==> config.mk <==
export PLATFORM = sky130hd
export DESIGN_NAME = nib_alu
export DESIGN_NICKNAME = d
export VERILOG_FILES = /design/src/rtl/nib_alu.sv
export SDC_FILE = /design/constraint.sdc
export NUM_CORES = 1
export LEC_CHECK = 0
export BUFFER_PORTS_ARGS = -buffer_cell sky130_fd_sc_hd__buf_2
export CAP_MARGIN = 20
export CELL_PAD_IN_SITES_DETAIL_PLACEMENT = 1
export CELL_PAD_IN_SITES_GLOBAL_PLACEMENT = 1
export CORE_MARGIN = 2
export CORE_UTILIZATION = 43
export DETAILED_ROUTE_END_ITERATION = 16
export PLACE_DENSITY_LB_ADDON = 0.05
export SYNTH_ARGS = -nofsm -noshare
export SYNTH_HDL_FRONTEND = slang
export SYNTH_SLANG_ARGS = --single-unit
==> constraint.sdc <==
create_clock -name clk -period 4.9 [get_ports clk]
set_input_delay 0.49 -clock clk [delete_from_list [all_inputs] [get_ports clk]]
set_output_delay 0.49 -clock clk [all_outputs]
set_load 0.02 [all_outputs]
==> src/rtl/nib_alu.sv <==
module nib_alu #(
  parameter int W = 4,
  localparam int IW = $clog2(W)
) (
  input  logic          clk,
  input  logic          rst,
  input  logic          exec,
  input  logic [4:0]    op,
  input  logic [W-1:0]  opa,
  input  logic [W-1:0]  opb,
  input  logic [IW-1:0] bidx,
  output logic [W-1:0]  result,
  output logic          stat_next,
  output logic          carry_next,
  output logic          stat_we,
  output logic          carry_we,
  output logic          stat_q,
  output logic          carry_q
);
  localparam logic [4:0] OP_ADD = 5'd0, OP_ADDC = 5'd1, OP_SUB = 5'd2, OP_SUBC = 5'd3,
                         OP_SETC = 5'd4, OP_RESC = 5'd5, OP_ROTL = 5'd6, OP_ROTR = 5'd7,
                         OP_DAA = 5'd8, OP_DAS = 5'd9, OP_NE = 5'd10, OP_LE = 5'd11,
                         OP_BSET = 5'd12, OP_BRES = 5'd13, OP_BTST = 5'd14,
                         OP_INC = 5'd15, OP_DEC = 5'd16, OP_XFER = 5'd17;
  localparam logic [W-1:0] NINE = W'(9);
  localparam logic [W-1:0] SIX  = W'(6);
  localparam logic [W-1:0] ONE  = W'(1);

  logic [W:0]   sum, diff;
  logic [W-1:0] bmask;
  logic         cw_op;

  assign sum   = {1'b0, opa} + {1'b0, opb} + {{W{1'b0}}, (op == OP_ADDC) & carry_q};
  assign diff  = {1'b0, opa} + {1'b0, ~opb} + {{W{1'b0}}, (op == OP_SUBC) ? carry_q : 1'b1};
  assign bmask = ONE << bidx;

  always_comb begin
    result     = opa;
    stat_next  = 1'b1;
    carry_next = carry_q;
    cw_op      = 1'b0;
    case (op)
      OP_ADD:  begin result = sum[W-1:0]; stat_next = sum[W]; end
      OP_ADDC: begin result = sum[W-1:0]; stat_next = sum[W]; carry_next = sum[W]; cw_op = 1'b1; end
      OP_SUB:  begin result = diff[W-1:0]; stat_next = diff[W]; end
      OP_SUBC: begin result = diff[W-1:0]; stat_next = diff[W]; carry_next = diff[W]; cw_op = 1'b1; end
      OP_SETC: begin carry_next = 1'b1; cw_op = 1'b1; end
      OP_RESC: begin carry_next = 1'b0; cw_op = 1'b1; end
      OP_ROTL: begin result = {opa[W-2:0], carry_q}; carry_next = opa[W-1]; cw_op = 1'b1; end
      OP_ROTR: begin result = {carry_q, opa[W-1:1]}; carry_next = opa[0]; cw_op = 1'b1; end
      OP_DAA: begin
        cw_op = 1'b1;
        if (opa > NINE || carry_q) begin
          result     = opa + SIX;
          carry_next = 1'b1;
        end
      end
      OP_DAS: begin
        cw_op = 1'b1;
        if (!carry_q) result = opa - SIX;
      end
      OP_NE:   stat_next = (opa != opb);
      OP_LE:   stat_next = (opa <= opb);
      OP_BSET: result = opa | bmask;
      OP_BRES: result = opa & ~bmask;
      OP_BTST: stat_next = |(opa & bmask);
      OP_INC:  begin result = opa + ONE; stat_next = |result; end
      OP_DEC:  begin result = opa - ONE; stat_next = |result; end
      OP_XFER: result = opb;
      default: ;
    endcase
  end

  assign stat_we  = exec;
  assign carry_we = exec & cw_op;

  always_ff @(posedge clk) begin
    if (rst) begin
      stat_q  <= 1'b0;
      carry_q <= 1'b0;
    end else begin
      if (stat_we)  stat_q  <= stat_next;
      if (carry_we) carry_q <= carry_next;
    end
  end


  rst_clear_chk: assert property (@(posedge clk) rst |=> (!stat_q && !carry_q));

  stat_hold_chk: assert property (@(posedge clk) disable iff (rst) !stat_we |=> $stable(stat_q));

  stat_load_chk: assert property (@(posedge clk) disable iff (rst) stat_we |=> (stat_q == $past(stat_next)));

  carry_hold_chk: assert property (@(posedge clk) disable iff (rst) !carry_we |=> $stable(carry_q));

  carry_load_chk: assert property (@(posedge clk) disable iff (rst) carry_we |=> (carry_q == $past(carry_next)));

  carry_we_exec_chk: assert property (@(posedge clk) disable iff (rst) carry_we |-> stat_we);
endmodule

==> results of run 1 <==
[synthesized netlist by cell type, types with 2 or more instances]
library cell / number / share of area, %
a2111oi_0: 2 / 1.3
a211oi_1: 3 / 1.6
a21o_1: 2 / 1.1
a21oi_1: 14 / 5.0
a221oi_1: 2 / 1.3
a31oi_1: 3 / 1.4
and3_1: 3 / 1.4
buf_2: 9 / 3.2
clkbuf_1: 5 / 1.4
dfxtp_1: 2 / 2.9
fa_1: 4 / 5.8
ha_1: 14 / 13
inv_1: 12 / 3.2
mux2i_1: 3 / 2.2
nand2_1: 13 / 3.5
nand3_1: 7 / 2.5
nand3b_1: 2 / 1.1
nand4_1: 4 / 1.8
nor2_1: 16 / 4.3
nor2b_1: 4 / 1.8
nor3_1: 8 / 2.9
nor3_2: 2 / 1.4
nor4_1: 3 / 1.4
nor4b_1: 2 / 1.3
o2111ai_1: 2 / 1.3
o211ai_1: 3 / 1.6
o21a_1: 2 / 1.1
o21ai_0: 9 / 3.2
o21bai_1: 2 / 1.1
o22ai_1: 3 / 1.4
o41ai_1: 2 / 1.3
or3_1: 2 / 0.90
xnor2_1: 3 / 1.9
xor2_1: 2 / 1.3
[critical path, stage by stage]
cell and delay, ns:
buf_2 0.36, nand2_1 0.22, or3_1 0.41, fa_1 0.42, fa_1 0.40, and3_1 0.20, o21ai_0 0.22, a21oi_1 0.15
nor4b_1 0.41, nand2_1 0.09, buf_2 0.16
[report_power, final]
part	switching [mW]	internal (mW)
clock network	0.0101	0.0271
logic	0.0853	0.0477
registers	0.000278	0.0172
[cells by family after synthesis]
group | Yosys count | share of synthesized area [%]
mux | 4 | 3.78
simple gates | 76 | 30.5
buf+inv | 29 | 9.46
xor+xnor | 5 | 3.15
fa+ha+maj | 18 | 18.4
compound gates | 63 | 31.8
flops | 2 | 2.88
[layout make-up]
cell class	instances	area [sq um]
repair buffers	28	143
flip-flops and latches	2	40.0
multi-input cells	166	1220
inverters	13	48.8
clock buffers	3	22.5
well taps	44	55.1
fillers	421	1530
[path summary, 6_finish.rpt]
check                        endpoint  slack, ns  cells after the start
hold / removal    stat_q$_SDFFE_PP0P_       0.44                      2
setup reg to reg  stat_q$_SDFFE_PP0P_       1.93                      9
setup / recovery            stat_next       0.86                     11
hold reg to reg   stat_q$_SDFFE_PP0P_       0.49                      2
[sequential cells by signal, summed over array words and instances, names as in the netlist]
register,flops
stat_q,1
carry_q,1
[stage by stage]
stage	hold slack (ns)	std cells	util (%)	power (mW)
floorplan	0.562	197	-	0.109
detailed placement	0.494	253	49.3	0.149
CTS	0.439	256	50.0	0.188
global route	0.441	256	50.0	0.205
finish	0.437	256	50.0	0.188
global placement	0.489	253	49.3	0.145
[per-layer routing]
layer / share of wire (%) / global-route usage (%) / vias to the layer above
met5: 0 / 0 / -
met4: 3.5 / 14.3 / 0
met3: 6.3 / 6.18 / 16
met2: 46 / 47.5 / 72
met1: 44 / 38.1 / 791
li1: - / - / 775
==> out/results.ini, run 1 <==
[status]
status=completed

[clock_network]
cts_tree=done
cts_buffer_depth=2
clk_pin_slew_worst_paths_ns=0.03
cts.sinks=2
clkLatencyLatePin_ns=0.23
root_buffer=clkbuf_4
postCtsHoldBufs=0
h-tree-depth=1
numCtsBuffers=3
cts_setup_buffers=0
cts_resized=0

[floorplanning]
die_x_um=60.8
io_pins=28
placementRows=20
die_area_sq_mm=0.00370
fp.dieH_um=60.8
initial_core_util_pct=45.5
core_sq_mm=0.00305

[place]
place_worst_setup_slack_ns=0.894
io_buffers=27
postPlaceCellArea_sq_mm=0.00150
hpwl_um=3940
gp_congestion=0.976

[timing]
slew_headroom_pct=61.2
setup-tns-final_ns=0
fin_crit_sh_pct=82.4
setup_viol_count_final=0
rsz0062_at_grt=no
slew_viol_final=0
worst_slack_ns=0.864
fin_skew_ns=0.0000168
max_freq_mhz=248
worstMarginPinSlew_ns=0.578
hold_viol=0
fin_crit_ns=4.04

[power]
peakVddDrop_mv=0.0408
power.leakage_nw=0.633
powerDensity_mw_per_mm2=123

[synth]
ys_seq_area_share_pct=2.88
syn-mean-instance-area_sq_um=7.05
synth_nets=233
netlist_instances=197
synth_edf_count=0
synthFlopType=dfxtp_1
async_flop_share_pct=0
netlist_area_sq_mm=0.00139
yosysWarnings=0
ys_ff_latch=2
synth.distinct_cells=62

[detailed_routing]
drt-initial-drc-count=146
routedWlPerCell_um=19.7
avgViaCountPerCell=6.46
drt-total-wl_um=5050
vias=1654
dr.pass1.iters=4
ant_nets=0
drc=0

[grt]
grt_pass1_wl_um=7960
grt_pass1_vias=1607
antenna_found_initial=0
grt_start_max_net_pins=24
grt.total_usage_pct=29.7
grt.overflow.total=0

[min_path]
hp-start=rst
hp-class=in2reg

[finish]
layout_commonest_cell=buf_2
antenna_cells=0
final_cell_mix=buf_2 (27), nor2_1 (16), a21oi_1 (14), ha_1 (14), nand2_1 (13)
nets=250
drive_gt1_share_pct=18.9
final_area_sq_mm=0.00153
area_growth_pct=9.91

[setup_path]
worstReg2RegStart=carry_q$_SDFFE_PP0P_
cp.required_ns=4.41
worstSetupPathType=in2out
cp-end-kind=primary output
arrival_ns=3.55
worstSetupStartpoint=op[0]
path_max_fanout=23
critPathLaunchType=input pin

[run]
max_cap_violations=0

Power figures use the tool's default switching activity.
==> run 2: changes to the inputs <==
--- a/config.mk
+++ b/config.mk
@@ -10,7 +10,7 @@
 export CELL_PAD_IN_SITES_DETAIL_PLACEMENT = 1
 export CELL_PAD_IN_SITES_GLOBAL_PLACEMENT = 1
 export CORE_MARGIN = 2
-export CORE_UTILIZATION = 43
+export CORE_UTILIZATION = 40
 export DETAILED_ROUTE_END_ITERATION = 16
 export PLACE_DENSITY_LB_ADDON = 0.05
 export SYNTH_ARGS = -nofsm -noshare
==> constraint.sdc (replaced) <==
create_clock -name clk -period 3.9 [get_ports clk]
set_input_delay 0.39 -clock clk [delete_from_list [all_inputs] [get_ports clk]]
set_output_delay 0.39 -clock clk [all_outputs]
set_load 0.02 [all_outputs]
==> run 2 against run 1 <==
Effect of this change:
- sequential power up 26%
- core utilization is 2.6 points lower
- clock skew is 0.012 ns higher
- via count grew 1.8%
- setup slack got worse by 0.72 ns
- final area rose by 3.5%
- non-clock buffer count rose by 6
- cell count rose by 3.1%
- critical path depth up 1
- clock power is 31% higher
- largest cell class unchanged
- highest routed layer unchanged
==> out/results.ini, run 2 (synthesized netlist as in run 1, its figures left out) <==
[clock_network]
clkLatencyLatePin_ns=0.24  ; about the same
cts.sinks=2  ; unchanged
clk_pin_slew_worst_paths_ns=0.03  ; about the same
h-tree-depth=1  ; unchanged
cts_buffer_depth=2  ; unchanged
cts_resized=0  ; unchanged
numCtsBuffers=3  ; unchanged
cts_setup_buffers=0  ; unchanged
postCtsHoldBufs=0  ; unchanged
cts_tree=done
root_buffer=clkbuf_4

[grt]
grt-busiest-layer=met2
grt_start_max_net_pins=23  ; -4.2%
grtUsageMet3_pct=3.06  ; -3.1 points
grt_pass1_vias=1748  ; +8.8%
gr-usage-met1_pct=35.5  ; -2.6 points
gr-usage-met2_pct=44.9  ; -2.5 points
grt.overflow.total=0  ; unchanged
grt_pass1_wl_um=8610  ; +8.2%
antenna_found_initial=0  ; unchanged
grt.total_usage_pct=26.7  ; -3.0 points

[timing]
hold_viol=0  ; unchanged
fin_crit_ns=3.76
slew_headroom_pct=68.7  ; +7.5 points
fin_skew_ns=0.0119  ; +0.0119 ns
fin_crit_sh_pct=96.3
slew_viol_final=0  ; unchanged
worstMarginPinSlew_ns=0.466  ; -0.112 ns
setup_viol_count_final=0  ; unchanged
rsz0062_at_grt=no
max_freq_mhz=266
setup-tns-final_ns=0  ; unchanged

[setup_path]
worstSetupPathType=in2out
arrival_ns=3.37  ; -0.18 ns
crit_cells=12  ; +1
cp-end-kind=primary output
cp.required_ns=3.51  ; -0.90 ns
slowest_stage=fa_1
path_buf_inv=3  ; +1
critPathLaunchType=input pin
cpPeakStageDelay_ns=0.42  ; about the same
crit_family=simple AND/OR/NAND/NOR gates
worst_r2r_path_depth=8  ; -1
path_max_fanout=4  ; -83%
crit_chain=buf_2 -> nor3_2 -> inv_1 -> or3_1 -> fa_1 -> fa_1 -> and3_1 -> o21ai_0 -> a21oi_1 -> nor4b_2 -> nand2_1 -> buf_2

[finish]
fillers=475  ; +13%
multi_input_area_sq_mm=0.00122  ; +0.51%
final_cell_mix=buf_2 (27), nor2_1 (16), a21oi_1 (14), ha_1 (14), nand2_1 (13)
layout_commonest_cell=buf_2
fin_cells=264  ; +3.1%
area_growth_pct=13.8
reg.largest.list=carry_q (1), stat_q (1)
antenna_cells=0  ; unchanged
drive_gt1_share_pct=21.6  ; +2.7 points
regArea_sq_um=40.0  ; unchanged
nets=256  ; +2.4%

[status]
status=completed

[detailed_routing]
dr.pass1.iters=4  ; unchanged
routedWlPerCell_um=19.5  ; -0.94%
ant_nets=0  ; unchanged
avgViaCountPerCell=6.38  ; -1.3%
vias=1683  ; +1.8%
drt-initial-drc-count=136  ; -6.8%
drc=0  ; unchanged
drt-total-wl_um=5160  ; +2.2%

[floorplanning]
die_area_sq_mm=0.00396  ; +7.0%
core_sq_mm=0.00334  ; +9.3%
placementRows=21  ; +5.0%
die_x_um=62.9  ; +3.4%
initial_core_util_pct=41.6  ; -3.9 points
io_pins=28  ; unchanged
fp.dieH_um=62.9  ; +3.4%

[place]
io_buffers=27  ; unchanged
gp_congestion=0.927  ; -5.0%
placed_cells=261  ; +3.2%
hpwl_um=4040  ; +2.5%

[power]
switching_share_pct=50.9  ; -0.11 points
seq_power_share_pct=9.0  ; -0.3 points
p_sw_uw=124  ; +30%
peakVddDrop_mv=0.0689  ; +69%
p_int_uw=120  ; +31%
clkPwrFrac_pct=20.0  ; +0.2 points
powerDensity_mw_per_mm2=155  ; +26%
combPwrFrac_pct=71.0  ; about the same
power.leakage_nw=0.666  ; +5.1%

[run]
max_cap_violations=0  ; unchanged

[min_path]
whs_path_depth=2  ; unchanged
hp-class=in2reg

-- run 2: cell count changes in the layout (fill, tap and decap cells not counted), sizes merged --
cell  delta
buf      +6
-- run 2: per-layer routing --
layer  part of all wire (%)  vias up
met4                    2.0        0
met2                     48       71
li1                       -      785
met5                      0        -
met1                     44      817
met3                    6.3       10
-- run 2: power by group through the flow --
stage	clock network, mW	registers [mW]	logic, mW
after CTS	0.0506	0.0221	0.171
final	0.0489	0.0221	0.173
after global routing	0.0525	0.0221	0.190
after global placement	0	0.0224	0.166
after floorplan	0	0.0237	0.113
after detailed placement	0	0.0224	0.170
-- run 2: cell type report --
type,count,share of cell area (%)
multi-input cells,166,77.4
repair buffers,34,11.9
well taps,46,3.64
inverters,13,3.09
flip-flops and latches,2,2.53
clock buffers,3,1.43
-- run 2: final timing paths --
check | from | end | slack (ns)
worst max-delay path | op[4] | stat_next | 0.14
worst min-delay path | rst | stat_q$_SDFFE_PP0P_ | 0.35
worst max register to register | carry_q$_SDFFE_PP0P_ | stat_q$_SDFFE_PP0P_ | 1.09
worst min register to register | stat_q$_SDFFE_PP0P_ | stat_q$_SDFFE_PP0P_ | 0.50
-- run 2: worst reg2reg max path, stage by stage (launching register included) --
cell and delay, ns:
dfxtp_1 0.32, or3_1 0.39, fa_1 0.42, fa_1 0.40, and3_1 0.20, o21ai_0 0.30, a21oi_1 0.16, nor4b_2 0.35
a311oi_1 0.13
-- run 2: metrics by stage --
step,power (mW),hold WS (ns),cell area (sq um),util [%],setup WS (ns)
after global routing,0.265,0.349,1580,47.4,0.0552
final,0.244,0.345,1580,47.4,0.144
after detailed placement,0.192,0.503,1550,46.5,0.120
after floorplan,0.137,0.462,1390,-,0.539
after global placement,0.188,0.493,1550,46.5,0.267
after CTS,0.244,0.338,1570,47.2,0.109
